### config.mk
export PLATFORM = sky130hd
export DESIGN_NAME = exc_route_sel
export DESIGN_NICKNAME = d
export VERILOG_FILES = /design/src/rtl/exc_route_pkg.sv /design/src/rtl/exc_lvl_resolve.sv /design/src/rtl/exc_width_chk.sv /design/src/rtl/exc_route_sel.sv
export SDC_FILE = /design/constraint.sdc
export NUM_CORES = 1
export LEC_CHECK = 0
export ABC_AREA = 1
export BUFFER_PORTS_ARGS = -buffer_cell sky130_fd_sc_hd__buf_4
export CAP_MARGIN = 40
export CORE_MARGIN = 4
export CORE_UTILIZATION = 39
export CTS_CLUSTER_SIZE = 12
export DETAILED_ROUTE_END_ITERATION = 6
export PLACE_DENSITY = 0.72
export SLEW_MARGIN = 20
export SYNTH_ARGS = -nofsm -noshare
export SYNTH_HDL_FRONTEND = slang
export SYNTH_SLANG_ARGS = --single-unit
export TNS_END_PERCENT = 5
### constraint.sdc
create_clock -name clk_i -period 0.8 [get_ports clk_i]
set_input_delay 0.04 -clock clk_i [delete_from_list [all_inputs] [get_ports clk_i]]
set_output_delay 0.04 -clock clk_i [all_outputs]
set_load 0.02 [all_outputs]
### src/rtl/exc_route_pkg.sv
package exc_route_pkg;
  localparam int LVL_W     = 2;
  localparam int NUM_LVL   = 1 << LVL_W;
  localparam int NUM_ROUTE = 3;

  typedef logic [LVL_W-1:0] lvl_t;

  typedef enum logic [1:0] {
    EXC_SYNC = 2'd0,
    EXC_IRQ  = 2'd1,
    EXC_FIQ  = 2'd2,
    EXC_SERR = 2'd3
  } exc_cls_e;

  // level exists in the given security state for this build
  function automatic logic lvl_present(lvl_t lvl, logic sec, bit has_l2, bit has_l3);
    case (lvl)
      2'd2:    lvl_present = has_l2 && !sec;
      2'd3:    lvl_present = has_l3;
      default: lvl_present = 1'b1;
    endcase
  endfunction
endpackage

### src/rtl/exc_lvl_resolve.sv
module exc_lvl_resolve
  import exc_route_pkg::*;
#(
  parameter bit HAS_L2 = 1'b1,
  parameter bit HAS_L3 = 1'b1
) (
  input  logic                 clk_i,
  input  logic                 rst_ni,
  input  logic                 chk_i,
  input  lvl_t                 cur_lvl_i,
  input  logic                 secure_i,
  input  exc_cls_e             cls_i,
  input  logic [NUM_ROUTE-1:0] to_hyp_i,
  input  logic [NUM_ROUTE-1:0] to_mon_i,
  output lvl_t                 tgt_lvl_o
);
  logic sel_mon, sel_hyp;
  lvl_t routed, fallen, floor_lvl;

  always_comb begin
    sel_mon = 1'b0;
    sel_hyp = 1'b0;
    case (cls_i)
      EXC_IRQ:  begin sel_mon = to_mon_i[0]; sel_hyp = to_hyp_i[0]; end
      EXC_FIQ:  begin sel_mon = to_mon_i[1]; sel_hyp = to_hyp_i[1]; end
      EXC_SERR: begin sel_mon = to_mon_i[2]; sel_hyp = to_hyp_i[2]; end
      default:  ;
    endcase
  end

  always_comb begin
    if (sel_mon)                   routed = 2'd3;
    else if (sel_hyp && !secure_i) routed = 2'd2;
    else                           routed = 2'd1;
  end

  // step down past absent levels
  always_comb begin
    fallen = routed;
    if (fallen == 2'd3 && !lvl_present(2'd3, secure_i, HAS_L2, HAS_L3)) fallen = 2'd2;
    if (fallen == 2'd2 && !lvl_present(2'd2, secure_i, HAS_L2, HAS_L3)) fallen = 2'd1;
  end

  assign floor_lvl = (cur_lvl_i == 2'd0) ? 2'd1 : cur_lvl_i;
  assign tgt_lvl_o = (fallen > floor_lvl) ? fallen : floor_lvl;

  logic cur_ok;
  assign cur_ok = lvl_present(cur_lvl_i, secure_i, HAS_L2, HAS_L3);

  p_never_l0_r2: assert property (@(posedge clk_i) disable iff (!rst_ni)
    chk_i |-> (tgt_lvl_o != 2'd0));
  p_no_descend_r3: assert property (@(posedge clk_i) disable iff (!rst_ni)
    chk_i |-> (tgt_lvl_o >= cur_lvl_i));
  p_sec_no_l2_r5: assert property (@(posedge clk_i) disable iff (!rst_ni)
    (chk_i && secure_i && cur_ok) |-> (tgt_lvl_o != 2'd2));
  p_tgt_present_r6: assert property (@(posedge clk_i) disable iff (!rst_ni)
    (chk_i && cur_ok) |-> lvl_present(tgt_lvl_o, secure_i, HAS_L2, HAS_L3));
endmodule

### src/rtl/exc_width_chk.sv
module exc_width_chk
  import exc_route_pkg::*;
#(
  parameter bit HAS_L2 = 1'b1,
  parameter bit HAS_L3 = 1'b1
) (
  input  lvl_t               cur_lvl_i,
  input  logic               secure_i,
  input  logic [NUM_LVL-1:0] wide_lvl_i,
  input  lvl_t               ret_lvl_i,
  input  logic               ret_wide_i,
  output logic               cfg_bad_o,
  output logic               ret_bad_o
);
  logic [NUM_LVL-1:0] pres;
  logic               hier_bad;

  for (genvar g = 0; g < NUM_LVL; g++) begin : g_pres
    assign pres[g] = lvl_present(lvl_t'(g), secure_i, HAS_L2, HAS_L3);
  end

  // a 32-bit level may not host a 64-bit level below it
  always_comb begin
    hier_bad = 1'b0;
    for (int hi = 1; hi < NUM_LVL; hi++) begin
      for (int lo = 0; lo < hi; lo++) begin
        if (pres[hi] && pres[lo] && !wide_lvl_i[hi] && wide_lvl_i[lo]) hier_bad = 1'b1;
      end
    end
  end

  assign cfg_bad_o = hier_bad || !pres[cur_lvl_i];
  assign ret_bad_o = (ret_lvl_i > cur_lvl_i) || !pres[ret_lvl_i]
                   || (ret_wide_i && !wide_lvl_i[cur_lvl_i]);
endmodule

### src/rtl/exc_route_sel.sv
module exc_route_sel
  import exc_route_pkg::*;
#(
  parameter bit HAS_L2  = 1'b1,
  parameter bit HAS_L3  = 1'b1,
  parameter bit REG_OUT = 1'b1
) (
  input  logic       clk_i,
  input  logic       rst_ni,
  input  logic       valid_i,
  input  logic [1:0] cur_lvl_i,
  input  logic       secure_i,
  input  logic [1:0] cls_i,
  input  logic [2:0] route_hyp_i,
  input  logic [2:0] route_mon_i,
  input  logic [3:0] wide_lvl_i,
  input  logic [1:0] ret_lvl_i,
  input  logic       ret_wide_i,
  output logic       valid_o,
  output logic [1:0] tgt_lvl_o,
  output logic       tgt_wide_o,
  output logic       cfg_illegal_o,
  output logic       ret_illegal_o
);
  lvl_t tgt_c;
  logic wide_c, cfg_c, ret_c;

  exc_lvl_resolve #(.HAS_L2(HAS_L2), .HAS_L3(HAS_L3)) i_resolve (
    .clk_i     (clk_i),
    .rst_ni    (rst_ni),
    .chk_i     (valid_i),
    .cur_lvl_i (cur_lvl_i),
    .secure_i  (secure_i),
    .cls_i     (exc_cls_e'(cls_i)),
    .to_hyp_i  (route_hyp_i),
    .to_mon_i  (route_mon_i),
    .tgt_lvl_o (tgt_c)
  );

  exc_width_chk #(.HAS_L2(HAS_L2), .HAS_L3(HAS_L3)) i_width (
    .cur_lvl_i  (cur_lvl_i),
    .secure_i   (secure_i),
    .wide_lvl_i (wide_lvl_i),
    .ret_lvl_i  (ret_lvl_i),
    .ret_wide_i (ret_wide_i),
    .cfg_bad_o  (cfg_c),
    .ret_bad_o  (ret_c)
  );

  assign wide_c = wide_lvl_i[tgt_c];

  if (REG_OUT) begin : g_reg
    logic valid_q, wide_q, cfg_q, ret_q;
    lvl_t tgt_q;

    always_ff @(posedge clk_i or negedge rst_ni) begin
      if (!rst_ni) begin
        valid_q <= 1'b0;
        tgt_q   <= '0;
        wide_q  <= 1'b0;
        cfg_q   <= 1'b0;
        ret_q   <= 1'b0;
      end else begin
        valid_q <= valid_i;
        if (valid_i) begin
          tgt_q  <= tgt_c;
          wide_q <= wide_c;
          cfg_q  <= cfg_c;
          ret_q  <= ret_c;
        end
      end
    end

    assign valid_o       = valid_q;
    assign tgt_lvl_o     = tgt_q;
    assign tgt_wide_o    = wide_q;
    assign cfg_illegal_o = cfg_q;
    assign ret_illegal_o = ret_q;

    p_strobe_r10: assert property (@(posedge clk_i) disable iff (!rst_ni)
      valid_i |=> valid_o);
    p_hold_r10: assert property (@(posedge clk_i) disable iff (!rst_ni)
      !valid_i |=> (!valid_o && $stable(tgt_lvl_o) && $stable(tgt_wide_o)
                    && $stable(cfg_illegal_o) && $stable(ret_illegal_o)));
    p_no_descend_r3: assert property (@(posedge clk_i) disable iff (!rst_ni)
      valid_i |=> (tgt_lvl_o >= $past(cur_lvl_i)));
  end else begin : g_comb
    assign valid_o       = valid_i;
    assign tgt_lvl_o     = tgt_c;
    assign tgt_wide_o    = wide_c;
    assign cfg_illegal_o = cfg_c;
    assign ret_illegal_o = ret_c;
  end
endmodule

==> results of run 1 <==
[area by class of cell]
| type | count | area (um^2) | area share |
|---|---|---|---|
| multi-input combinational | 56 | 434 | 0.390 |
| tap | 15 | 18.8 | 0.0169 |
| timing repair buffer | 46 | 400 | 0.360 |
| clock buffer | 3 | 22.5 | 0.0202 |
| inverter | 21 | 86.3 | 0.0776 |
| sequential | 6 | 150 | 0.135 |
[per-stage QoR]
stage / total power [mW] / hold WS, ns / area, um^2 / utilization
final: 1.40 / 0.0479 / 1110 / 0.844
after global routing: 1.50 / 0.0637 / 1110 / 0.844
after CTS: 1.31 / 0.0509 / 1030 / 0.785
after detailed placement: 0.941 / -0.151 / 882 / 0.670
after global placement: 0.927 / -0.152 / 882 / 0.670
after floorplan: 0.642 / -0.256 / 568 / -
[worst max-delay path, delay by kind of cell]
kind	cells	cell delay [ns]
buffers and inverters	6	0.74
and+or+nand+nor	10	0.79
[power breakdown]
part | internal [mW] | switching [mW]
logic | 0.389 | 0.357
registers | 0.347 | 0.0292
clock network | 0.170 | 0.109
[metal layers]
| layer | share of wire | track usage |
|---|---|---|
| met1 | 0.42 | 0.217 |
| met2 | 0.54 | 0.357 |
| met3 | 0.038 | 0.0672 |
| met4 | 0 | 0.0114 |
| met5 | 0 | 0 |
[kinds of logic after synthesis]
family          Yosys count
flops                     6
buf+inv                  22
simple gates             37
fa+ha+maj                 5
compound gates           14
[registers in the layout, summed over array words and instances (netlist names)]
signal         count
cfg_illegal_o      1
ret_illegal_o      1
tgt_lvl_o          2
tgt_wide_o         1
valid_o            1
[cell usage in the layout, fill, tap and decap left out, types with 3 or more instances in the layout]
cell type  instances
nand2_4            4
clkbuf_4           3
nand2_1            9
inv_1             17
dfrtp_1            6
o21ai_0            5
inv_2              3
nand3_2            5
buf_6              8
buf_4             34
nor2_1             3
nand3_1            9
[worst max-delay path by stage]
stage / from / to / slack, ns / depth (start not counted)
after CTS: cls_i[0] / tgt_wide_o / -0.60 / 16
after global placement: cls_i[0] / tgt_wide_o / -0.89 / 16
after floorplan: cls_i[0] / tgt_wide_o / -0.64 / 16
final: cls_i[1] / tgt_wide_o / -0.63 / 16
after global routing: cls_i[1] / tgt_wide_o / -0.67 / 16
after detailed placement: cls_i[0] / tgt_wide_o / -0.94 / 17
[timing repair]
action,4_1_cts,5_1_grt
resized for setup,23,15
pin swaps,12,10
hold buffers,2,0
setup endpoints to repair,8,10
setup buffers,4,0
hold endpoints to repair,7,0
==> results.md, run 1 <==
* Via total after detailed routing at 712
* Hold Vio Cnt, Final at 0
* Top-count cell post-synth: inv_1
* Initial antenna violation count at 0
* Synth unique cells at 20
* Synth Area in Compound Gates at 0.153
* Die ar. at 2090 um^2
* Pwr/cell area at 1260 nW/um^2
* Post-synth top area cell: dfrtp_1
* Layout area overhead at 100%
* Dpl ws at -0.943 ns
* DR WL/cell at 12.7 um
* Worst skew pair latency at 0.24 ns
* RSZ-0062 raised after global routing: true
* Post-synthesis async set-or-reset flop share at 1.00
* Nets at 160
* Critical Path RT at 0.94 ns
* Core area at 1320 um^2
* Ys flop type: dfrtp_1
* CP endpoint kind: flip-flop
* Slew Limit Fails at 0
* Max stage delay on crit path at 0.14 ns
* GP Congestion at 0.730
* Setup Skew at 0 ns
* DP Wirelength at 1270 um
* Clock Tree Buf Depth at 2
* EDFF count, synth at 0
* Initial DRC count at 5
* Status: complete, but fails checks
* R2R Setup Slk at 0.10 ns
* Worst Setup Slack, final at -0.630 ns
* Placed cell count at 138
* Die Wd at 45.7 um
* Gr usage total at 0.192
* Max_cap viols at 0
* Hold Path Depth at 2
* Post-Synth XOR/XNOR Area at 0
* H-Tree Depth at 1
* Simple-gate share of the synthesized area at 0.313
* Sequential area share after synthesis at 0.270
* Synth Register Bits at 6
* DRT Wirelength at 1870 um
* Post-route insts no fill at 147
* Setup TNS at -1.25 ns
* First-pass GRT wire length at 2920 um
* Die height at 45.7 um
* CTS tree: built
* Lkg Pwr at 0.580 nW
* Cell area after synthesis at 556 um^2
* Hold Crit Start: valid_i
* Crit start category: primary input
* Hold EP: tgt_lvl_o[0]
* Largest fanout on the critical path at 5
* Critical path class: in2reg
* Reg-to-Reg End: cfg_illegal_o
* Main combinational cell family by area after synthesis: simple AND/OR/NAND/NOR gates
* Synth top area cells: dfrtp_1, inv_1, nand3_1
* # setup viols final at 6
* Fillers at 92
* Fmax at 699 MHz
* Worst hold path type: in2reg
* Drt first pass iters at 2
* Post-Syn Nets at 110
* CP Cell Sequence: buf_8 > nand3_2 > nand2_4 > nor2_4 > nand3_2 > buf_4 > buf_4 > buf_4 > buf_4 > buf_4 > nand2_4 > nand3b_1 > nand3_1 > nand2_1 > nand2_1 > nand2_1
* WP data arrival at 1.57 ns
* Initial core utilization at 0.422
* Via-to-Cell Ratio at 4.84
* Reg clk slew, reported paths at 0.05 ns
* Maximum VDD drop at 1.38 mV
* # port buffers at 26
* Worst Max-Slew Pin Slew at 0.151 ns
* Commonest cells post-synth: inv_1, nand2_1, nand3_1
* Remaining antenna violation count at 0
* Grt total ovfl at 0
* Largest net degree at the start of global routing at 10
* Adder-Cell Fraction of Synth Area at 0.113
* Root Buffer: clkbuf_4
* Syn. warnings at 0
* Final min period at 1.43 ns
* Crit-path slowest cell: buf_4
* Mapped Cells at 84
* Row Count at 13
* Tcrit/Tclk final at 1.79
* Drt drc at 0
* Top Ports at 27
* CP dominant cell by count: buf_4
* Num Clock Sinks at 6
* Vias in the first global route at 722
* Worst r2r src: cfg_illegal_o
* Antenna diodes at 0
* Failing checks: setup timing
* Synth top area share at 0.270
* Mux cell area share after synthesis at 0
* R2r worst-path depth at 2
* Max-slew headroom at 0.898
* Mean post-synth cell area at 6.61 um^2
* Inserted Clock Buffers at 3
* Share of cells above drive strength 1 at 0.523
Power figures use the tool's default switching activity.
==> run 2, diff against run 1 <==
ABC_AREA = default   (was 1)
PLACE_DENSITY = 0.73   (was 0.72)
==> run 2 against run 1 <==
The flow still finishes with violations (setup timing). Combinational power down 15%. Non-clock buffer count down 3. Global-route usage down 0.26 points. Hold slack worse by 0.022 ns. Flip-flop and latch count unchanged. Die area down 2.8%. Largest power group unchanged.
==> results.md, run 2 <==
* Status: complete, but fails checks (unchanged)
* Failing checks: setup timing (unchanged)
* Mean post-synth cell area at 9.42 um^2 (was 6.61 um^2)
* DR WL/cell at 13.4 um (was 12.7 um)
* Simple-gate share of the synthesized area at 0.147 (was 0.313)
* Pwr/cell area at 1270 nW/um^2 (was 1260 nW/um^2)
* Critical Path RT at 0.92 ns (was 0.94 ns)
* Final min period at 1.78 ns (was 1.43 ns)
* Largest register FFs at 2 (unchanged)
* Worst hold path type: in2reg (unchanged)
* Mapped Cells at 57 (was 84)
* Initial antenna violation count at 0 (unchanged)
* Worst r2r src: tgt_wide_o (was cfg_illegal_o)
* DRT Wirelength at 1570 um (was 1870 um)
* Hold Path Depth at 2 (unchanged)
* Top-count cell post-synth: dfrtp_1 (was inv_1)
* Post-CTS Setup Inserts at 0 (was 4)
* RSZ-0062 raised after global routing: true (unchanged)
* H-Tree Depth at 1 (unchanged)
* Ys flop type: dfrtp_1 (unchanged)
* Cell area after synthesis at 537 um^2 (was 556 um^2)
* Critical path class: in2reg (unchanged)
* Dpl ws at -1.33 ns (was -0.943 ns)
* Synth Area in Compound Gates at 0.231 (was 0.153)
* Hold EP: tgt_lvl_o[0] (unchanged)
* Drt first pass iters at 6 (was 2)
* Synth Register Bits at 6 (unchanged)
* Tcrit/Tclk final at 2.23 (was 1.79)
* Antenna diodes at 0 (unchanged)
* Die Wd at 45.1 um (was 45.7 um)
* Die ar. at 2030 um^2 (was 2090 um^2)
* Drt drc at 0 (unchanged)
* Largest fanout on the critical path at 4 (was 5)
* Vias in the first global route at 666 (was 722)
* Inserted Clock Buffers at 3 (unchanged)
* Die height at 45.1 um (was 45.7 um)
* Syn. warnings at 0 (unchanged)
* Initial core utilization at 0.413 (was 0.422)
* Max_cap viols at 0 (unchanged)
* Hold Vio Cnt, Final at 0 (unchanged)
* Main combinational cell family by area after synthesis: compound AO/OA/AOI/OAI gates (was simple AND/OR/NAND/NOR gates)
* CTS tree: built (unchanged)
* Initial DRC count at 10 (was 5)
* Lkg Pwr at 0.496 nW (was 0.580 nW)
* Synth unique cells at 23 (was 20)
* GP Congestion at 0.739 (was 0.730)
* Post-synthesis async set-or-reset flop share at 1.00 (unchanged)
* Setup Skew at 0 ns (unchanged)
* Via total after detailed routing at 614 (was 712)
* Mux cell area share after synthesis at 0.184 (was 0)
* Via-to-Cell Ratio at 5.25 (was 4.84)
* Hold Crit Start: valid_i (unchanged)
* Synth top area cells: dfrtp_1, ha_1, mux2i_1 (was dfrtp_1, inv_1, nand3_1)
* Placed Instance Area at 897 um^2 (was 882 um^2)
* Max-slew headroom at 0.834 (was 0.898)
* Num Clock Sinks at 6 (unchanged)
* Sequential area share after synthesis at 0.280 (was 0.270)
* R2r worst-path depth at 3 (was 2)
* Remaining antenna violation count at 0 (unchanged)
* First-pass GRT wire length at 2740 um (was 2920 um)
* EDFF count, synth at 0 (unchanged)
* Worst skew pair latency at 0.24 ns (about the same)
* Commonest cells post-synth: dfrtp_1, a21oi_1, ha_1, inv_1, mux2i_1 (was inv_1, nand2_1, nand3_1)
* Worst Setup Slack, final at -0.984 ns (was -0.630 ns)
* R2R Setup Slk at -0.18 ns (was 0.10 ns)
* Maximum VDD drop at 0.584 mV (was 1.38 mV)
* Root Buffer: clkbuf_4 (unchanged)
* WP data arrival at 1.90 ns (was 1.57 ns)
* # port buffers at 26 (unchanged)
* Clock Tree Buf Depth at 2 (unchanged)
* Post-Syn Nets at 83 (was 110)
* Fmax at 560 MHz (was 699 MHz)
* Leading cell types in the layout, fill and taps excluded: buf_4, buf_6, dfrtp_1 (was buf_4, inv_1, nand3_1, nand2_1, buf_6)
* Nets at 130 (was 160)
* Synth top area share at 0.280 (was 0.270)
* DP Wirelength at 1340 um (was 1270 um)
* Post-synth top area cell: dfrtp_1 (unchanged)
* Row Count at 13 (unchanged)
* FF/Latch Area at 150 um^2 (unchanged)
* Grt total ovfl at 0 (unchanged)
* Reg-to-Reg End: tgt_wide_o (was cfg_illegal_o)
* Post-Synth XOR/XNOR Area at 0 (unchanged)
* Post-route cell area at 1000 um^2 (was 1110 um^2)
* Fillers at 88 (was 92)
* # setup viols final at 6 (unchanged)
* Top Ports at 27 (unchanged)
* Crit start category: primary input (unchanged)
* Worst Max-Slew Pin Slew at 0.249 ns (was 0.151 ns)
* Layout area overhead at 86.9% (was 100%)
* Largest net degree at the start of global routing at 7 (was 10)
* Reg clk slew, reported paths at 0.04 ns (was 0.05 ns)
* Commonest non-fill, non-tap cell in the layout: buf_4 (unchanged)
* CP endpoint kind: flip-flop (unchanged)
* Adder-Cell Fraction of Synth Area at 0.117 (was 0.113)
* Slew Limit Fails at 0 (unchanged)
* Gr usage total at 0.189 (was 0.192)
* Core area at 1300 um^2 (was 1320 um^2)
* Multi-input gate area at 424 um^2 (was 434 um^2)
* Share of cells above drive strength 1 at 0.588 (was 0.523)
-- run 2: changes by cell type after synthesis, moves of 3 or more --
cell | before | now
inv_1 | 21 | 5
o21ai_0 | 6 | 3
nand3_1 | 14 | 0
mux2i_1 | 0 | 5
nor2b_1 | 0 | 3
a21oi_1 | 2 | 5
nand2_1 | 14 | 3
-- run 2: worst max-delay path, stage by stage --
cell,delay (ns)
buf_8,0.10
mux2_4,0.30
nand2_2,0.06
a21oi_2,0.05
a211o_1,0.26
ha_4,0.28
nor2b_4,0.14
o21ai_2,0.06
o32ai_2,0.24
mux2_1,0.35
-- run 2: where the power goes --
part / leakage (nW) / switching (mW) / internal (mW) / total [mW]
sequential: 0.0639 / 0.0263 / 0.344 / 0.370
clock: 0.0138 / 0.101 / 0.169 / 0.270
combinational: 0.418 / 0.256 / 0.376 / 0.632
-- run 2: what timing repair did --
item,CTS,global route
endpoints found under the setup margin,9,10
resized for setup,9,9
hold buffers,1,0
pin swaps,2,2
hold endpoints to repair,6,0
-- run 2: through the flow --
stage	util	setup TNS, ns	hold WS [ns]	cells	total power, mW
6_report	0.771	-2.15	0.0263	117	1.27
5_1_grt	0.771	-2.61	0.0502	117	1.37
4_1_cts	0.739	-2.32	0.0117	117	1.27
3_5_place_dp	0.689	-3.46	-0.147	113	0.933
3_3_place_gp	0.689	-3.34	-0.152	113	0.914
2_1_floorplan	-	-2.39	-0.256	57	0.650
-- run 2: cells by family (layout without fill, tap and decap cells) --
logic type	Yosys count	in the layout
compound gates	17	17
simple gates	15	15
mux	8	8
flops	6	6
buf+inv	6	51
fa+ha+maj	5	5
-- run 2: how the worst max path moves through the flow --
stage / slack [ns] / start / to / depth (start not counted)
5_1_grt: -1.09 / cls_i[1] / tgt_wide_o / 10
6_report: -0.98 / cls_i[1] / tgt_wide_o / 10
2_1_floorplan: -1.09 / cls_i[1] / tgt_wide_o / 9
4_1_cts: -0.99 / cls_i[1] / tgt_wide_o / 10
3_5_place_dp: -1.33 / cls_i[1] / tgt_wide_o / 10
3_3_place_gp: -1.26 / cls_i[1] / tgt_wide_o / 10
-- run 2: layout make-up --
| cell class | count | share of cell area |
|---|---|---|
| tap | 15 | 0.0187 |
| timing repair buffer | 43 | 0.365 |
| sequential | 6 | 0.150 |
| multi-input combinational | 45 | 0.423 |
| inverter | 5 | 0.0212 |
| clock buffer | 3 | 0.0224 |
-- run 2: routing by layer --
| layer | vias up | global-route usage | routed length [um] |
|---|---|---|---|
| met1 | 279 | 0.178 | 578 |
| met4 | 0 | 0.0877 | 29 |
| met2 | 28 | 0.364 | 841 |
| met3 | 5 | 0.0558 | 120 |
| li1 | 302 | - | - |
| met5 | - | 0 | 0 |
